### src/rtl/skc_pkg.sv
package skc_pkg;
    typedef enum logic [1:0] {
        RES_NONE   = 2'd0,
        RES_DATA   = 2'd1,
        RES_REJECT = 2'd2
    } result_e;
endpackage

### src/rtl/skc_slope.sv
module skc_slope #(
    parameter int SAMPLE_W = 12
) (
    input  logic                clk,
    input  logic                rst_n,
    input  logic                smp_valid,
    input  logic [SAMPLE_W-1:0] smp_word,
    output logic                bit_valid,
    output logic                bit_val
);
    typedef struct packed {
        logic [SAMPLE_W-1:0] ref_smp;
        logic                seeded;
    } slope_t;

    slope_t st_d, st_q;

    always_comb begin
        st_d      = st_q;
        bit_valid = smp_valid && st_q.seeded;
        bit_val   = (smp_word >= st_q.ref_smp);
        if (smp_valid) begin
            st_d.ref_smp = smp_word;
            st_d.seeded  = 1'b1;
        end
    end

    always_ff @(posedge clk or negedge rst_n) begin
        if (!rst_n) st_q <= '0;
        else        st_q <= st_d;
    end
endmodule

### src/rtl/skc_keyreg.sv
module skc_keyreg #(
    parameter int KEY_W = 8
) (
    input  logic             clk,
    input  logic             rst_n,
    input  logic             bit_valid,
    input  logic             bit_val,
    input  logic             key_load,
    input  logic [KEY_W-1:0] key_value,
    output logic [KEY_W-1:0] key,
    output logic             ready
);
    localparam int CNT_W = $clog2(KEY_W + 1);
    localparam logic [CNT_W-1:0] LAST = CNT_W'(KEY_W - 1);

    typedef struct packed {
        logic [KEY_W-1:0] key;
        logic [CNT_W-1:0] cnt;
        logic             ready;
    } kreg_t;

    kreg_t st_d, st_q;

    always_comb begin
        st_d = st_q;
        if (key_load) begin
            st_d.key   = key_value;
            st_d.cnt   = CNT_W'(KEY_W);
            st_d.ready = 1'b1;
        end else if (bit_valid && !st_q.ready) begin
            st_d.key = {st_q.key[KEY_W-2:0], bit_val};
            st_d.cnt = st_q.cnt + 1'b1;
            if (st_q.cnt == LAST) st_d.ready = 1'b1;
        end
    end

    always_ff @(posedge clk or negedge rst_n) begin
        if (!rst_n) st_q <= '0;
        else        st_q <= st_d;
    end

    assign key   = st_q.key;
    assign ready = st_q.ready;
endmodule

### src/rtl/skc_xor.sv
module skc_xor
    import skc_pkg::*;
#(
    parameter int KEY_W = 8
) (
    input  logic             clk,
    input  logic             rst_n,
    input  logic             req_valid,
    input  logic [KEY_W-1:0] req_data,
    input  logic [KEY_W-1:0] key,
    input  logic             key_ready,
    output logic             out_valid,
    output logic [KEY_W-1:0] out_data,
    output logic             req_err
);
    typedef struct packed {
        result_e          res;
        logic [KEY_W-1:0] data;
    } xo_t;

    xo_t st_d, st_q;
    logic [KEY_W-1:0] mixed;

    for (genvar b = 0; b < KEY_W; b++) begin : g_mix
        assign mixed[b] = req_data[b] ^ key[b];
    end

    always_comb begin
        st_d     = st_q;
        st_d.res = RES_NONE;
        if (req_valid) begin
            if (key_ready) begin
                st_d.res  = RES_DATA;
                st_d.data = mixed;
            end else begin
                st_d.res = RES_REJECT;
            end
        end
    end

    always_ff @(posedge clk or negedge rst_n) begin
        if (!rst_n) st_q <= '{res: RES_NONE, data: '0};
        else        st_q <= st_d;
    end

    assign out_valid = (st_q.res == RES_DATA);
    assign req_err   = (st_q.res == RES_REJECT);
    assign out_data  = st_q.data;
endmodule

### src/rtl/slope_key_cipher.sv
module slope_key_cipher #(
    parameter int SAMPLE_W = 12,
    parameter int KEY_W    = 8
) (
    input  logic                clk,
    input  logic                rst_n,
    input  logic                smp_valid,
    input  logic [SAMPLE_W-1:0] smp_word,
    input  logic                key_load,
    input  logic [KEY_W-1:0]    key_value,
    input  logic                req_valid,
    input  logic [KEY_W-1:0]    req_data,
    output logic                key_ready,
    output logic                out_valid,
    output logic [KEY_W-1:0]    out_data,
    output logic                req_err
);
    logic             bit_valid;
    logic             bit_val;
    logic [KEY_W-1:0] key_w;

    skc_slope #(.SAMPLE_W(SAMPLE_W)) u_slope (
        .clk(clk), .rst_n(rst_n),
        .smp_valid(smp_valid), .smp_word(smp_word),
        .bit_valid(bit_valid), .bit_val(bit_val)
    );

    skc_keyreg #(.KEY_W(KEY_W)) u_keyreg (
        .clk(clk), .rst_n(rst_n),
        .bit_valid(bit_valid), .bit_val(bit_val),
        .key_load(key_load), .key_value(key_value),
        .key(key_w), .ready(key_ready)
    );

    skc_xor #(.KEY_W(KEY_W)) u_xor (
        .clk(clk), .rst_n(rst_n),
        .req_valid(req_valid), .req_data(req_data),
        .key(key_w), .key_ready(key_ready),
        .out_valid(out_valid), .out_data(out_data), .req_err(req_err)
    );
endmodule

### config.mk
export PLATFORM = sky130hd
export DESIGN_NAME = slope_key_cipher
export DESIGN_NICKNAME = d
export VERILOG_FILES = /design/src/rtl/skc_pkg.sv /design/src/rtl/skc_slope.sv /design/src/rtl/skc_keyreg.sv /design/src/rtl/skc_xor.sv /design/src/rtl/slope_key_cipher.sv
export SDC_FILE = /design/constraint.sdc
export NUM_CORES = 1
export LEC_CHECK = 0
export BUFFER_PORTS_ARGS = -buffer_cell sky130_fd_sc_hd__buf_2
export CORE_MARGIN = 4
export CORE_UTILIZATION = 35
export CTS_CLUSTER_SIZE = 28
export DETAILED_ROUTE_END_ITERATION = 16
export GPL_TIMING_DRIVEN = 0
export PLACE_DENSITY_LB_ADDON = 0.15
export SYNTH_ARGS = -nofsm -noshare
export SYNTH_HDL_FRONTEND = slang
export SYNTH_SLANG_ARGS = --single-unit
export TNS_END_PERCENT = 50
### constraint.sdc
create_clock -name clk -period 2.13 [get_ports clk]
set_input_delay 0.3195 -clock clk [delete_from_list [all_inputs] [get_ports clk]]
set_output_delay 0.3195 -clock clk [all_outputs]
set_load 0.005 [all_outputs]
==> run_results.csv, run 1 <==
group,metric,value,unit
outcome,status,"finished clean",
sta,finalHoldViolCount,0,
clock_network,cts_tree,"built",
place,place_area,0.00214,sq mm
floorplanning,pin_count,44,
clock_network,cts_root_buf,"clkbuf_8",
run,cap_violations,0,
worst_setup_path,rrSetupSlack,0.27,ns
sta,drv_slew,0,
floorplanning,rows,26,
sta,max_freq,0.537,GHz
place,buffer_ports.inserted,42,
sta,timing.slew.headroom,46.0,%
worst_setup_path,crit_fanout,2,
clock_network,cts.sinks,36,
layout,insertedDiodeCount,0,
synthesis,syn_area,0.00184,sq mm
sta,finalSetupViolCount,0,
route,drt_wl_total,3600,um
sta,tightestPinTransition,0.810,ns
floorplanning,die-area,0.00649,sq mm
layout,fin_nets,280,
sta,period_minus_slack,1.86,ns
layout,drive_above_1_share,28.1,%
sta,min_period_over_period,87.5,%
synthesis,syn_area_per_cell,9.97,sq um
layout,mostFrequentLayoutCell,"buf_2",
route,dr_wl_met3,290,um
power,p_per_area,728,mW/mm^2
synthesis,ys_ff_latch,36,
worst_setup_path,crit_type,"flip-flop to flip-flop",
place,numPlacedInstances,297,
sta,tns,0,ns
route,met1_length,1640,um
route,wl_per_cell,11.8,um
place,gp_congestion,0.760,
clock_network,post-cts-setup-buffers,0,
layout,multiInputGateArea,783,sq um
layout,final_cells,305,
sta,rsz0062_at_grt,"false",
layout,most-common-layout-cells,"44 x buf_2, 36 x dfrtp_1, 22 x o21ai_0, 19 x nand2_1, 14 x nor2_1",
synthesis,synthDistinctLibCells,31,
clock_network,path_clk_slew,0.08,ns
place,dp_hpwl,2680,um
global_route,grt_usage,12.4,%
synthesis,synth_cells,185,
route,vias,1367,
global_route,grt_pass1_vias,1328,
worst_setup_path,cp_data_required_time,2.30,ns
global_route,grt_max_degree,37,
floorplanning,die_y,80.6,um
layout,utilization,44.1,%
layout,num-fill-cells,527,
sta,fin_skew,0.00533,ns
synthesis,synth_warnings,0,
floorplanning,start_util,36.1,%
worst_setup_path,rr_worst_depth,6,
floorplanning,die_w,80.6,um
layout,seq_area,901,sq um
clock_network,htree_levels,2,
synthesis,ys_seq_area_share,48.8,%
worst_setup_path,arrival,2.03,ns
layout,area_delta_synth_final,22.2,%
clock_network,hold_buffers,0,
clock_network,clockBufferDepth,2,
global_route,grt_overflow,0,
worst_hold_path,holdCritPathClass,"primary input to asynchronous set/reset pin",
route,dr.max_layer_used,"met4",
global_route,grt_pass1_wl,6070,um
route,dr_wl_met2,1620,um
floorplanning,core-area,0.00511,sq mm
worst_setup_path,critPathLaunchType,"flip-flop",
clock_network,ctsResizeCount,0,
synthesis,syn-num-nets,231,
clock_network,clk_latency,0.29,ns
route,drt_iter0_drc,25,
power,p_leak,1.11,nW
clock_network,cts_buffers,5,
route,viasPerCell,4.48,
worst_setup_path,critPathCaptureType,"flip-flop",
route,ant_nets,0,
global_route,antenna_found_initial,0,
layout,stdcell_area,0.00225,sq mm
power,worst_ir_drop_vdd,0.383,mV
route,firstDrtPassIters,4,
route,drcViolationCount,0,
[cell type report]
class	instances	area share [%]
Buffer	16	4.94
Clock buffer	5	3.05
Clock inverter	3	1.89
Inverter	13	2.17
Multi-Input combinational cell	120	34.8
Sequential cell	36	40.0
Tap cell	70	3.89
Timing Repair Buffer	42	9.33
[power breakdown]
part	total (mW)	switching, mW	internal [mW]
Combinational	0.267	0.125	0.142
Sequential	0.772	0.0301	0.742
Clock	0.603	0.257	0.346
[cell families (layout without fill, tap and decap cells)]
family	after synthesis	count (layout)	share of synthesized area, %
compound gates	41	41	12.8
xor+xnor	9	9	4.27
fa+ha+maj	13	13	8.82
buf+inv	29	79	8.68
flops	36	36	48.8
mux	8	8	4.41
simple gates	49	49	12.1
[synthesized netlist by cell type]
cell       number  share of area [%]
dfrtp_1        36                 49
o21ai_0        22                6.0
nand2_1        19                3.9
nor2_1         14                2.8
ha_1           13                8.8
inv_1          13                2.6
a21oi_1        12                3.3
buf_4           9                3.7
xnor2_1         8                3.8
mux2i_1         7                3.8
clkbuf_1        4               0.81
nor2b_1         4                1.4
a211oi_1        2               0.81
buf_2           2               0.54
nand3_1         2               0.54
nor3_1          2               0.54
or3_1           2               0.68
a2111o_1        1               0.61
a2111oi_2       1               0.81
a211o_1         1               0.47
a41oi_1         1               0.47
and2_1          1               0.34
bufbuf_8        1                1.0
mux2_2          1               0.61
nand3b_1        1               0.41
nand4_1         1               0.34
nor3b_1         1               0.41
o21a_1          1               0.41
or2_2           1               0.34
or3b_2          1               0.47
xor2_1          1               0.47
[registers in the layout, summed over array words and instances, names as in the netlist]
name / flops
u_slope.st_q: 13
u_keyreg.ready: 1
u_xor.out_data: 8
u_keyreg.key: 8
u_xor.st_q: 2
u_keyreg.st_q: 4
[worst max-delay path: stages (launching register included)]
cell and delay [ns]:
dfrtp_1 0.36, inv_1 0.06, ha_1 0.24, a211o_1 0.30, a2111o_1 0.40, a2111oi_2 0.30, nor3_1 0.09
[metal layers]
metal  GRT usage, %  vias to the layer above
met1           14.8                      610
met4           3.55                        0
met3           5.16                        6
li1               -                      715
met2           20.3                       36
met5              0                        -
[final timing paths]
kind,from,end
min reg2reg,u_slope.st_q[0],u_slope.st_q[0]
max,u_slope.st_q[10],u_keyreg.key[0]
min,rst_n,u_xor.out_data[2]
min in group clk,key_value[2],u_keyreg.key[2]
max in group asynchronous,rst_n,u_slope.st_q[7]
max reg2reg,u_slope.st_q[10],u_keyreg.key[0]
[per-stage QoR]
| step | total power [mW] | setup WS (ns) | hold WS (ns) |
|---|---|---|---|
| finish | 1.64 | 0.267 | 0.112 |
| detailed placement | 1.06 | 0.176 | 0.459 |
| floorplan | 0.952 | 0.370 | 0.0239 |
| global route | 1.75 | 0.182 | 0.173 |
| global placement | 1.06 | 0.155 | 0.467 |
| CTS | 1.67 | 0.244 | 0.139 |
(Power assumes the default switching activity.)
==> run 2, diff against run 1 <==
--- a/config.mk
+++ b/config.mk
@@ -11,7 +11,6 @@
 export CTS_CLUSTER_SIZE = 28
 export DETAILED_ROUTE_END_ITERATION = 16
 export GPL_TIMING_DRIVEN = 0
-export PLACE_DENSITY_LB_ADDON = 0.15
 export SYNTH_ARGS = -nofsm -noshare
 export SYNTH_HDL_FRONTEND = slang
 export SYNTH_SLANG_ARGS = --single-unit
==> run 2 against run 1 <==
Compared with the run above:
- sequential cell count did not move
- die area did not move
- core utilization did not move
- clock-buffer cell count did not move
- wire length fell by 1.5%
- hold slack got worse by 0.0054 ns
- non-clock buffer count did not move
==> run_results.csv, run 2 (synthesis results as in run 1) <==
group,metric,value,unit
global_route,grt_overflow,0,
floorplanning,rows,26,
layout,multiInputGateArea,783,sq um
clock_network,cts_buffers,5,
place,gp_congestion,0.716,
global_route,antenna_found_initial,0,
route,viasPerCell,4.56,
worst_hold_path,holdCritPathClass,"primary input to asynchronous set/reset pin",
route,wl_per_cell,11.6,um
power,power_frac_clock,36.8,%
worst_setup_path,arrival,2.09,ns
power,worst_ir_drop_vdd,0.462,mV
route,vias,1391,
power,p_per_area,728,mW/mm^2
sta,fin_skew,0.00643,ns
run,cap_violations,0,
sta,period_minus_slack,1.91,ns
clock_network,hold_buffers,0,
worst_setup_path,path_buf_inv,1,
layout,drive_above_1_share,28.1,%
route,drt_wl_total,3540,um
worst_setup_path,cp_cell_sequence,"inv_1, ha_1, a211o_1, a2111o_1, a2111oi_2, nor3_1",
sta,tightestPinTransition,0.811,ns
power,p_total,1.64,mW
worst_setup_path,crit_fanout,2,
sta,finalSetupViolCount,0,
clock_network,clk_latency,0.30,ns
clock_network,cts_root_buf,"clkbuf_8",
power,switching_share,25.1,%
sta,max_freq,0.523,GHz
floorplanning,pin_count,44,
layout,mostFrequentLayoutCell,"buf_2",
power,power.internal,1.23,mW
worst_setup_path,rr_startpoint,"u_slope.st_q[10]",
power,p_leak,1.11,nW
clock_network,path_clk_slew,0.08,ns
layout,largest_reg_flops,13,
worst_setup_path,r2r-end,"u_keyreg.key[0]",
power,netSwitchingPower,0.412,mW
clock_network,htree_levels,2,
worst_setup_path,max_stage_delay,0.41,ns
sta,tns,0,ns
layout,num-fill-cells,534,
sta,rsz0062_at_grt,"false",
layout,regMostFlops,"u_slope.st_q",
sta,finalHoldViolCount,0,
worst_setup_path,crit_type,"flip-flop to flip-flop",
worst_setup_path,rrSetupSlack,0.22,ns
sta,drv_slew,0,
worst_setup_path,cp_slowest_cell,"a2111o_1",
worst_setup_path,rr_worst_depth,6,
layout,fin_nets,280,
sta,min_period_over_period,89.8,%
worst_setup_path,cp_data_required_time,2.31,ns
layout,seq_area,901,sq um
global_route,grt_pass1_vias,1323,
power,power_frac_seq,47.0,%
floorplanning,die_w,80.6,um
route,drcViolationCount,0,
layout,insertedDiodeCount,0,
route,drt_iter0_drc,47,
power,p_comb_share,16.3,%
global_route,grt_usage,12.3,%
floorplanning,die_y,80.6,um
route,ant_nets,0,
worst_setup_path,critPathCaptureType,"flip-flop",
global_route,grt_pass1_wl,6050,um
clock_network,clockBufferDepth,2,
clock_network,ctsResizeCount,0,
place,dp_hpwl,2700,um
floorplanning,core-area,0.00511,sq mm
clock_network,post-cts-setup-buffers,0,
clock_network,cts_tree,"built",
outcome,status,"finished clean",
global_route,grt_max_degree,37,
worst_setup_path,critPathLaunchType,"flip-flop",
worst_setup_path,critPathTopFamily,"compound AO/OA/AOI/OAI gates",
layout,most-common-layout-cells,"44 x buf_2, 36 x dfrtp_1, 22 x o21ai_0, 19 x nand2_1, 14 x nor2_1",
floorplanning,start_util,36.1,%
sta,timing.slew.headroom,46.0,%
route,firstDrtPassIters,4,
place,buffer_ports.inserted,42,
clock_network,cts.sinks,36,
floorplanning,die-area,0.00649,sq mm
layout,area_delta_synth_final,22.2,%
==> run 2: cell counts in the layout (fill, tap and decap cells not counted) <==
No cell type changed its count.
==> run 2: worst reg2reg max path, cell delays in order (launching register included) <==
cell and delay, ns:
dfrtp_1 0.36, inv_1 0.07, ha_1 0.24, a211o_1 0.29
a2111o_1 0.41, a2111oi_2 0.34, nor3_1 0.09
==> run 2: power by group through the flow <==
stage / Combinational [mW] / Sequential [mW] / Clock [mW]
finish: 0.267 / 0.771 / 0.603
global route: 0.307 / 0.781 / 0.655
CTS: 0.273 / 0.772 / 0.623
detailed placement: 0.272 / 0.786 / 0
global placement: 0.266 / 0.785 / 0
floorplan: 0.173 / 0.779 / 0
==> run 2: cell type report <==
class | count | share of cell area, %
clock inverter | 3 | 1.89
clock buffer | 5 | 3.05
inverter | 13 | 2.17
multi-input combinational | 120 | 34.8
tap | 70 | 3.89
buffer | 16 | 4.94
sequential | 36 | 40.0
timing repair buffer | 42 | 9.33
==> run 2: worst max path at each step <==
stage / from / end / slack, ns / cells after the start
3_3_place_gp: smp_word[9] / u_keyreg.key[0] / 0.12 / 6
6_report: u_slope.st_q[10] / u_keyreg.key[0] / 0.22 / 6
3_5_place_dp: smp_word[9] / u_keyreg.key[0] / 0.14 / 6
4_1_cts: u_slope.st_q[10] / u_keyreg.key[0] / 0.21 / 6
2_1_floorplan: u_slope.st_q[10] / u_keyreg.key[0] / 0.37 / 6
5_1_grt: u_slope.st_q[10] / u_keyreg.key[0] / 0.17 / 6
==> run 2: metal layers <==
metal | GRT usage, % | share of wire, %
met1 | 16.0 | 47
met2 | 18.9 | 44
met3 | 3.25 | 7.8
met4 | 5.57 | 1.6
met5 | 0 | 0
==> run 2: stage by stage <==
stage                     setup WS [ns]  hold slack, ns  area [sq um]  util (%)  std cells
after detailed placement          0.137           0.465          2140      41.9        297
after global placement            0.124           0.463          2140      41.9        297
final                             0.217           0.106          2250      44.1        305
after global routing              0.167           0.177          2250      44.1        305
after CTS                         0.206           0.139          2250      44.1        305
after floorplan                   0.370          0.0239          1840         -        185
==> run 3, diff against run 2 <==
--- a/config.mk
+++ b/config.mk
@@ -7,7 +7,7 @@
 export LEC_CHECK = 0
 export BUFFER_PORTS_ARGS = -buffer_cell sky130_fd_sc_hd__buf_2
 export CORE_MARGIN = 4
-export CORE_UTILIZATION = 35
+export CORE_UTILIZATION = 25
 export CTS_CLUSTER_SIZE = 28
 export DETAILED_ROUTE_END_ITERATION = 16
 export GPL_TIMING_DRIVEN = 0
==> constraint.sdc (replaced) <==
create_clock -name clk -period 2 [get_ports clk]
set_input_delay 0.3 -clock clk [delete_from_list [all_inputs] [get_ports clk]]
set_output_delay 0.3 -clock clk [all_outputs]
set_load 0.005 [all_outputs]
==> run 3 against run 2 <==
Compared with the run above:
- core utilization fell by 12 points
- clock-buffer cell count increased by 1
- maximum frequency up 0.81%
- critical path depth unchanged
- global-route usage fell by 3.1 points
- hold slack improved by 0.0095 ns
- setup slack worse by 0.11 ns
- non-clock buffer count unchanged
- sequential share of layout area fell by 0.78 points
- clock power increased by 5.3%
- largest cell class unchanged
- largest power group unchanged
==> run_results.csv, run 3 (synthesis results as in run 1) <==
group,metric,value,unit
route,drt_wl_total,3840,um
layout,insertedDiodeCount,0,
route,ant_nets,0,
route,drcViolationCount,0,
sta,finalSetupViolCount,0,
sta,min_period_over_period,94.9,%
worst_setup_path,cp_slowest_cell,"a2111o_1",
layout,seq_area,901,sq um
layout,drive_above_1_share,27.7,%
route,wl_per_cell,11.5,um
worst_setup_path,cp_cell_sequence,"inv_1, ha_1, a211o_1, a2111o_1, a2111oi_4, nor3_1",
worst_setup_path,critPathLaunchType,"flip-flop",
power,p_leak,1.11,nW
outcome,status,"finished clean",
place,buffer_ports.inserted,42,
layout,most-common-layout-cells,"44 x buf_2, 36 x dfrtp_1, 22 x o21ai_0, 19 x nand2_1, 14 x nor2_1",
route,viasPerCell,4.11,
sta,drv_slew,0,
route,drt_iter0_drc,37,
sta,finalHoldViolCount,0,
clock_network,post-cts-setup-buffers,0,
route,vias,1374,
floorplanning,start_util,25.6,%
global_route,grt_usage,9.20,%
clock_network,cts_root_buf,"clkbuf_8",
clock_network,htree_levels,2,
floorplanning,die_y,93.9,um
floorplanning,die_w,93.9,um
layout,largest_reg_flops,13,
worst_setup_path,crit_fanout,2,
place,dp_hpwl,2870,um
sta,tightestPinTransition,0.832,ns
power,power_frac_clock,36.4,%
sta,holdWs,0.116,ns
sta,fin_skew,0.00268,ns
route,firstDrtPassIters,4,
power,p_comb_share,16.5,%
global_route,grt_pass1_vias,1351,
clock_network,cts_tree,"built",
floorplanning,core-area,0.00721,sq mm
clock_network,clk_latency,0.28,ns
floorplanning,pin_count,44,
worst_setup_path,cp_data_required_time,2.16,ns
clock_network,clockBufferDepth,2,
power,worst_ir_drop_vdd,0.320,mV
power,netSwitchingPower,0.434,mW
clock_network,path_clk_slew,0.07,ns
floorplanning,rows,31,
global_route,grt_pass1_wl,6430,um
power,p_per_area,760,mW/mm^2
place,place_area,0.00218,sq mm
layout,stdcell_area,0.00230,sq mm
layout,mostFrequentLayoutCell,"buf_2",
worst_setup_path,critPathTopFamily,"compound AO/OA/AOI/OAI gates",
power,switching_share,24.9,%
worst_setup_path,critPathCaptureType,"flip-flop",
sta,timing.slew.headroom,44.5,%
global_route,antenna_found_initial,0,
worst_setup_path,rrSetupSlack,0.10,ns
worst_setup_path,crit_type,"flip-flop to flip-flop",
worst_hold_path,holdCritPathClass,"primary input to asynchronous set/reset pin",
worst_setup_path,arrival,2.06,ns
layout,multiInputGateArea,796,sq um
clock_network,cts.sinks,36,
sta,rsz0062_at_grt,"false",
layout,num-fill-cells,773,
global_route,grt_overflow,0,
sta,max_freq,0.527,GHz
worst_setup_path,path_buf_inv,1,
global_route,grt_max_degree,37,
layout,area_delta_synth_final,24.6,%
worst_setup_path,max_stage_delay,0.41,ns
power,power_frac_seq,47.2,%
clock_network,cts_buffers,5,
sta,period_minus_slack,1.90,ns
layout,regMostFlops,"u_slope.st_q",
run,cap_violations,0,
power,power.internal,1.31,mW
place,gp_congestion,0.718,
floorplanning,die-area,0.00882,sq mm
layout,fin_nets,280,
==> run 3: changes by cell type in the layout (fill, tap and decap cells not counted) <==
| cell | change |
|---|---|
| a2111oi_2 | -1 |
| a2111oi_4 | +1 |
| clkbuf_1 | +1 |
| clkinvlp_4 | -1 |
==> run 3: final timing paths <==
kind	startpoint	end	cells after the start
max reg2reg	u_slope.st_q[10]	u_keyreg.key[0]	6
min reg2reg	u_slope.st_q[0]	u_slope.st_q[0]	1
max in group asynchronous	rst_n	u_slope.st_q[7]	1
min	rst_n	u_xor.st_q[9]	1
max	u_slope.st_q[10]	u_keyreg.key[0]	6
min in group clk	key_value[2]	u_keyreg.key[2]	3
==> run 3: area by class of cell <==
cell class | instances | share of cell area, %
buffer | 16 | 4.84
clock buffer | 6 | 3.16
clock inverter | 2 | 1.52
inverter | 13 | 2.12
multi-input combinational | 120 | 34.6
sequential | 36 | 39.2
tap | 99 | 5.39
timing repair buffer | 42 | 9.15
==> run 3: metrics by stage <==
step / power (mW) / setup WS [ns] / utilization (%) / setup TNS (ns) / instances
2_1_floorplan: 1.01 / 0.240 / - / 0 / 185
3_3_place_gp: 1.12 / -0.00168 / 30.2 / -0.00168 / 326
3_5_place_dp: 1.13 / 0.00392 / 30.2 / 0 / 326
4_1_cts: 1.77 / 0.0575 / 31.7 / 0 / 334
5_1_grt: 1.84 / 0.00678 / 31.9 / 0 / 334
6_report: 1.75 / 0.102 / 31.9 / 0 / 334
==> run 3: power by group through the flow <==
stage	logic, mW	clock network [mW]	registers [mW]
6_report	0.288	0.635	0.823
5_1_grt	0.331	0.680	0.832
4_1_cts	0.291	0.655	0.824
3_5_place_dp	0.290	0	0.838
3_3_place_gp	0.285	0	0.836
2_1_floorplan	0.184	0	0.830
==> run 3: per-layer routing <==
metal	part of all wire, %	GRT usage, %	vias up
met5	0	0	-
met4	0.47	2.17	0
met3	7.8	3.29	3
met2	44	14.2	38
met1	48	12.3	624
li1	-	-	709
==> run 3: what timing repair did <==
item                                    in CTS  in global routing
hold buffers                                 0                  0
endpoints found under the setup margin       0                  1
resized for setup                            0                  1
endpoints found under the hold margin        0                  0
